## src/rtl/excent_pkg.sv

```systemverilog
package excent_pkg;
  typedef logic [31:0] word_t;

  typedef enum logic [1:0] {
    CL_RESET   = 2'd0,
    CL_SYNC    = 2'd1,
    CL_SYSCALL = 2'd2,
    CL_ASYNC   = 2'd3
  } exc_class_e;

  localparam int SR_SM  = 0;
  localparam int SR_TEE = 1;
  localparam int SR_IEE = 2;
  localparam int SR_DME = 5;
  localparam int SR_IME = 6;
  localparam int SR_OVE = 12;
  localparam int SR_EPH = 14;

  localparam word_t SR_RESET = word_t'(1) << SR_SM;

  // Status word as it reads after entry.
  function automatic word_t entry_sr(input word_t sr);
    word_t r;
    r = sr;
    r[SR_OVE] = 1'b0;
    r[SR_IEE] = 1'b0;
    r[SR_TEE] = 1'b0;
    r[SR_DME] = 1'b0;
    r[SR_IME] = 1'b0;
    r[SR_SM]  = 1'b1;
    return r;
  endfunction

  // Return PC: optionally one instruction ahead, stepped back in a delay slot.
  function automatic word_t return_pc(input word_t pc, input logic ahead,
                                      input logic dly, input word_t step);
    word_t fwd;
    word_t back;
    fwd  = ahead ? step : '0;
    back = dly ? step : '0;
    return pc + fwd - back;
  endfunction

  function automatic word_t vector_target(input word_t code, input logic hi,
                                          input word_t base);
    return code + (hi ? base : '0);
  endfunction
endpackage

```

## src/rtl/exc_decode.sv

```systemverilog
module exc_decode
  import excent_pkg::*;
#(
  parameter int VEC_MAX = 13,
  parameter int VEC_SHIFT = 8
) (
  input  word_t      code,
  output logic       valid,
  output exc_class_e cls
);
  localparam int IDX_W = 32 - VEC_SHIFT;

  logic [IDX_W-1:0] idx;
  logic             low_zero;

  assign idx      = code[31:VEC_SHIFT];
  assign low_zero = (code[VEC_SHIFT-1:0] == '0);
  assign valid    = low_zero && (idx != '0) && (idx <= IDX_W'(VEC_MAX));

  always_comb begin
    case (idx)
      IDX_W'(1):  cls = CL_RESET;
      IDX_W'(5),
      IDX_W'(8):  cls = CL_ASYNC;
      IDX_W'(12): cls = CL_SYSCALL;
      default:    cls = CL_SYNC;
    endcase
  end
endmodule

```

## src/rtl/exc_target.sv

```systemverilog
module exc_target
  import excent_pkg::*;
#(
  parameter word_t HV_BASE = 32'hF000_0000,
  parameter int    INSN_BYTES = 4
) (
  input  exc_class_e cls,
  input  word_t      code,
  input  word_t      sr,
  input  word_t      pc,
  input  logic       dly,
  output word_t      handler,
  output word_t      pc_next,
  output word_t      npc_next,
  output word_t      sr_next,
  output word_t      epcr_next,
  output logic       epcr_we
);
  localparam word_t STEP = word_t'(INSN_BYTES);

  logic redirect;

  assign redirect  = (cls == CL_ASYNC);
  assign handler   = vector_target(code, sr[SR_EPH], HV_BASE);
  assign pc_next   = redirect ? handler : pc;
  assign npc_next  = redirect ? handler + STEP : handler;
  assign sr_next   = entry_sr(sr);
  assign epcr_we   = (cls != CL_RESET);
  assign epcr_next = return_pc(pc, cls == CL_SYSCALL, dly, STEP);
endmodule

```

## src/rtl/exc_regs.sv

```systemverilog
module exc_regs
  import excent_pkg::*;
(
  input  logic  clk,
  input  logic  rst,
  input  logic  take,
  input  logic  load,
  input  word_t ld_pc,
  input  word_t ld_npc,
  input  word_t ld_sr,
  input  logic  ld_dly,
  input  word_t ex_pc,
  input  word_t ex_npc,
  input  word_t ex_sr,
  input  word_t ex_ea,
  input  word_t ex_epcr,
  input  logic  ex_epcr_we,
  output word_t pc_q,
  output word_t npc_q,
  output word_t sr_q,
  output word_t esr_q,
  output word_t eear_q,
  output word_t epcr_q,
  output logic  dly_q,
  output logic  pend_q
);
  always_ff @(posedge clk) begin
    if (rst) begin
      pc_q   <= '0;
      npc_q  <= '0;
      sr_q   <= SR_RESET;
      esr_q  <= '0;
      eear_q <= '0;
      epcr_q <= '0;
      dly_q  <= 1'b0;
      pend_q <= 1'b0;
    end else begin
      pend_q <= take;
      if (take) begin
        pc_q   <= ex_pc;
        npc_q  <= ex_npc;
        esr_q  <= sr_q;
        sr_q   <= ex_sr;
        eear_q <= ex_ea;
        dly_q  <= 1'b0;
        if (ex_epcr_we) epcr_q <= ex_epcr;
      end else if (load) begin
        pc_q  <= ld_pc;
        npc_q <= ld_npc;
        sr_q  <= ld_sr;
        dly_q <= ld_dly;
      end
    end
  end
endmodule

```

## src/rtl/exc_entry_ctrl.sv

```systemverilog
module exc_entry_ctrl
  import excent_pkg::*;
#(
  parameter int    VEC_MAX = 13,
  parameter word_t HV_BASE = 32'hF000_0000,
  parameter int    INSN_BYTES = 4
) (
  input  logic        clk,
  input  logic        rst,
  input  logic        exc_req_i,
  input  logic [31:0] exc_code_i,
  input  logic [31:0] exc_ea_i,
  input  logic        dbg_ignore_i,
  input  logic        core_wr_i,
  input  logic [31:0] core_pc_i,
  input  logic [31:0] core_npc_i,
  input  logic [31:0] core_sr_i,
  input  logic        core_dly_i,
  output logic [31:0] pc_o,
  output logic [31:0] npc_o,
  output logic [31:0] sr_o,
  output logic [31:0] esr_o,
  output logic [31:0] eear_o,
  output logic [31:0] epcr_o,
  output logic        dly_o,
  output logic        exc_pend_o
);
  logic       code_ok_w;
  exc_class_e cls_w;
  logic       accept_w;
  word_t      handler_w;
  word_t      pc_nx_w;
  word_t      npc_nx_w;
  word_t      sr_nx_w;
  word_t      epcr_nx_w;
  logic       epcr_we_w;

  exc_decode #(.VEC_MAX(VEC_MAX), .VEC_SHIFT(8)) u_dec (
    .code  (exc_code_i),
    .valid (code_ok_w),
    .cls   (cls_w)
  );

  assign accept_w = exc_req_i && !dbg_ignore_i && code_ok_w;

  exc_target #(.HV_BASE(HV_BASE), .INSN_BYTES(INSN_BYTES)) u_tgt (
    .cls       (cls_w),
    .code      (exc_code_i),
    .sr        (sr_o),
    .pc        (pc_o),
    .dly       (dly_o),
    .handler   (handler_w),
    .pc_next   (pc_nx_w),
    .npc_next  (npc_nx_w),
    .sr_next   (sr_nx_w),
    .epcr_next (epcr_nx_w),
    .epcr_we   (epcr_we_w)
  );

  exc_regs u_regs (
    .clk        (clk),
    .rst        (rst),
    .take       (accept_w),
    .load       (core_wr_i),
    .ld_pc      (core_pc_i),
    .ld_npc     (core_npc_i),
    .ld_sr      (core_sr_i),
    .ld_dly     (core_dly_i),
    .ex_pc      (pc_nx_w),
    .ex_npc     (npc_nx_w),
    .ex_sr      (sr_nx_w),
    .ex_ea      (exc_ea_i),
    .ex_epcr    (epcr_nx_w),
    .ex_epcr_we (epcr_we_w),
    .pc_q       (pc_o),
    .npc_q      (npc_o),
    .sr_q       (sr_o),
    .esr_q      (esr_o),
    .eear_q     (eear_o),
    .epcr_q     (epcr_o),
    .dly_q      (dly_o),
    .pend_q     (exc_pend_o)
  );
endmodule

```

## config.mk

```make
export PLATFORM = sky130hd
export DESIGN_NAME = exc_entry_ctrl
export DESIGN_NICKNAME = d
export VERILOG_FILES = /design/src/rtl/excent_pkg.sv /design/src/rtl/exc_decode.sv /design/src/rtl/exc_target.sv /design/src/rtl/exc_regs.sv /design/src/rtl/exc_entry_ctrl.sv
export SDC_FILE = /design/constraint.sdc
export NUM_CORES = 1
export LEC_CHECK = 0
export ABC_AREA = 1
export CORE_MARGIN = 2
export CORE_UTILIZATION = 49
export DETAILED_ROUTE_END_ITERATION = 6
export PLACE_DENSITY = 0.92
export SYNTH_ARGS = -nofsm -noshare
export SYNTH_HDL_FRONTEND = slang
export SYNTH_SLANG_ARGS = --single-unit
```

## constraint.sdc

```tcl
create_clock -name clk -period 9.3 [get_ports clk]
set_clock_uncertainty 0.15 [all_clocks]
set_input_delay 1.86 -clock clk [delete_from_list [all_inputs] [get_ports clk]]
set_output_delay 1.86 -clock clk [all_outputs]
set_load 0.01 [all_outputs]
```

==> summary.md <==
| Metric | Value |
|---|---|
| Status | finished with violations |
| Failing checks | design-rule violations |
| DRC viols | 4 |
| Top cells by area, synth | dfxtp_1, nand2_1, nor2_1, inv_1, nand3_1 |
| Max-slew headroom | 19.8% |
| Main synth FF type | dfxtp_1 |
| RSZ-0062 raised after global routing | no |
| Final period util | between 50 and 60% |
| Critical Path End Type | flip-flop |
| Clk slew on worst S/H paths | roughly 0.080 ns |
| Hold Path End | u_regs.esr_q[28]$_SDFFE_PP0P_ |
| Area Growth Syn to Fin | 42.3% |
| Share of cells above drive strength 1 | roughly 3.3% |
| Cell Count, Final, Fillers Out | about 2,200 |
| GPL Wtd Cong | 0.959 |
| CTS tree | done |
| Critical R2R Capture | u_regs.epcr_q[22]$_SDFFE_PP0P_ |
| Hold_sp | u_regs.esr_q[28]$_SDFFE_PP0P_ |
| Initial Utilization | approximately 50% |
| Register area share after synthesis | 38.4% |
| Post-synth top cells | nand2_1, nor2_1, inv_1 |
| Via count | 11,300 |
| Wire per inst | 16.3 um |
| Clk_lat worst skew | 0.45 ns |
| Die H | 148 um |
| Hold path cells | 2 |
| Postcts setup bufs | 0 |
| Post-synth EDFFs | 0 |
| # diodes | 0 |
| F_max | just under 200 MHz |
| Worst slew pin tran | between 1 and 1.5 ns |
| Total power | around 2.1 mW |
| Syn Inst Count | 1,606 |
| Syn Area/Cell | 6.29 um^2 |
| Number of global-route vias before repair | between 10,000 and 15,000 |
| First-pass GRT wire length | 55,700 um |
| Endpoints failing hold | 0 |
| Die area | 0.0218 mm^2 |
| MaxCap Viol Count | 0 |
| Required time of the critical path | 9.53 ns |
| FF-to-FF Start | u_regs.pc_q[2]$_SDFFE_PP0P_ |
| Post-synthesis register bit count | 194 |
| Largest net degree at the start of global routing | 86 |
| Worst EP arrival | 5.31 ns |
| Final Max Tran Viols | 0 |
| IO Count | 360 |
| VDD IR max | 0.109 mV |
| Setup violations, final | 0 |
| Initial antenna violation count | 0 |
| IO Port Bufs | 359 |
| Pwr dens | 149 mW/mm^2 |
| Synth cell types | 36 |
| Post-Syn Area | approximately 0.01 mm^2 |
| Total GRT Usage | 32.2% |
| Total wire length | 35,900 um |
| R2r setup slk | between 6 and 7 ns |
| Num rows | 52 |
| DRT iter0 DRCs | 872 |
| Num CTS Buffers | 17 |
| Critical path fanouts, max | 60 |
| Clock sinks | 194 |
| Core area | 0.0202 mm^2 |
| R2R cell count | 16 |
| Yosys top cell by area | dfxtp_1 |
| Post-route ant nets | 0 |
| Synth async-reset ratio | 0% |
| Setup crit start kind | input port |
| Die Wd | 148 um |
| Mapped Nets | 1,809 |
| CTS resizes | 0 |
| Hold crit path type | reg2reg |
| H-tree Lvls | 4 |
| Root buffer cell | clkbuf_16 |
| 1st-pass router iterations | 7 |
| Top-count cell post-synth | nand2_1 |
| Final Critical Period | 5.08 ns |
| Dpl cells | approximately 2,200 |
| WS Path Type | in2reg |
| Synth warn | 0 |
| Hold_buf cts | 0 |
| Sum of negative setup slack | 0 ns |
| Pleak | roughly 7 nW |
| Detailed Place HPWL | 27,600 um |
| Avg Vias per Cell | 5.12 |
| Nets@finish | 2,128 |
| Synth top area share | 38.4% |
| CTS max path bufs | 2 |
| Final global-route overflow total | 0 |
==> metrics by stage <==
| stage | area [um^2] | setup WS [ns] | utilization (%) | hold slack [ns] |
|---|---|---|---|---|
| 6_report | 14400 | 4.22 | 71.1 | 0.296 |
| 5_1_grt | 14400 | 3.87 | 71.1 | 0.318 |
| 4_1_cts | 14400 | 4.26 | 71.1 | 0.298 |
| 3_5_place_dp | 13800 | 3.81 | 68.0 | 0.281 |
| 3_3_place_gp | 13800 | 4.03 | 68.0 | 0.277 |
| 2_1_floorplan | 10100 | 5.07 | - | 0.319 |
==> worst max path at each step <==
stage	from	end	slack (ns)
after global placement	exc_code_i[29]	u_regs.pc_q[28]$_SDFFE_PP0P_	4.03
after global routing	exc_code_i[29]	u_regs.pc_q[11]$_SDFFE_PP0P_	3.87
final	exc_code_i[29]	u_regs.pc_q[25]$_SDFFE_PP0P_	4.22
after CTS	exc_code_i[29]	u_regs.pc_q[11]$_SDFFE_PP0P_	4.26
after floorplan	exc_code_i[20]	u_regs.epcr_q[22]$_SDFFE_PP0P_	5.07
after detailed placement	exc_code_i[29]	u_regs.pc_q[25]$_SDFFE_PP0P_	3.81
==> state kept, by name, indices dropped and copies added (netlist names) <==
| register | flops |
|---|---|
| u_regs.pc_q | 32 |
| u_regs.epcr_q | 32 |
| u_regs.npc_q | 32 |
| u_regs.esr_q | 32 |
| u_regs.sr_q | 32 |
| u_regs.dly_q | 1 |
| u_regs.eear_q | 32 |
| u_regs.pend_q | 1 |
==> cell usage in the layout (no fill, tap or decap), types with 6 or more instances in the layout <==
master and count:
clkbuf_16 17, nor2_2 10, xor2_1 6, nand3_1 96, inv_1 203, nor2_1 249, o21ai_0 58, dfxtp_1 194
ha_1 35, a21oi_1 59, nand2_1 579, nor3_1 9, clkdlybuf4s50_1 359
==> power breakdown <==
group / leakage [nW] / total, mW / switching [mW] / internal, mW
logic: 5.13 / 0.480 / 0.272 / 0.208
registers: 1.59 / 0.881 / 0.0241 / 0.857
clock network: 0.305 / 0.778 / 0.401 / 0.377
==> area by class of cell <==
| type | instances | area (um^2) |
|---|---|---|
| clock inverter | 15 | 206 |
| clock buffer | 17 | 425 |
| tap | 270 | 338 |
| multi-input combinational | 1140 | 5120 |
| inverter | 208 | 781 |
| fill | 1567 | 5850 |
| sequential | 194 | 3880 |
| timing repair buffer | 364 | 3630 |
==> cells by family after synthesis <==
family	after synthesis	synth area share, %
buf+inv	272	11.1
simple gates	967	38.5
compound gates	125	6.36
flops	194	38.4
fa+ha+maj	37	4.73
xor+xnor	11	0.953
==> per-layer routing <==
layer / GRT usage (%) / wire length (um) / share of wire [%]
met1: 39.6 / 14100 / 39
met2: 52.8 / 16700 / 47
met3: 9.07 / 3610 / 10
met4: 13.7 / 1520 / 4.2
met5: 0 / 0 / 0
==> critical path, stage by stage <==
cell and delay, ns:
clkdlybuf4s50_1 0.49, nor2_1 0.13, nand2_1 0.07, nor2_1 0.12, nand2_2 0.18, nor2_1 0.18, nand2_2 0.34, nand2_2 0.94
and2_1 0.42, buf_4 0.35, nor2_1 0.08, nor2_1 0.11
Power figures use the tool's default switching activity.
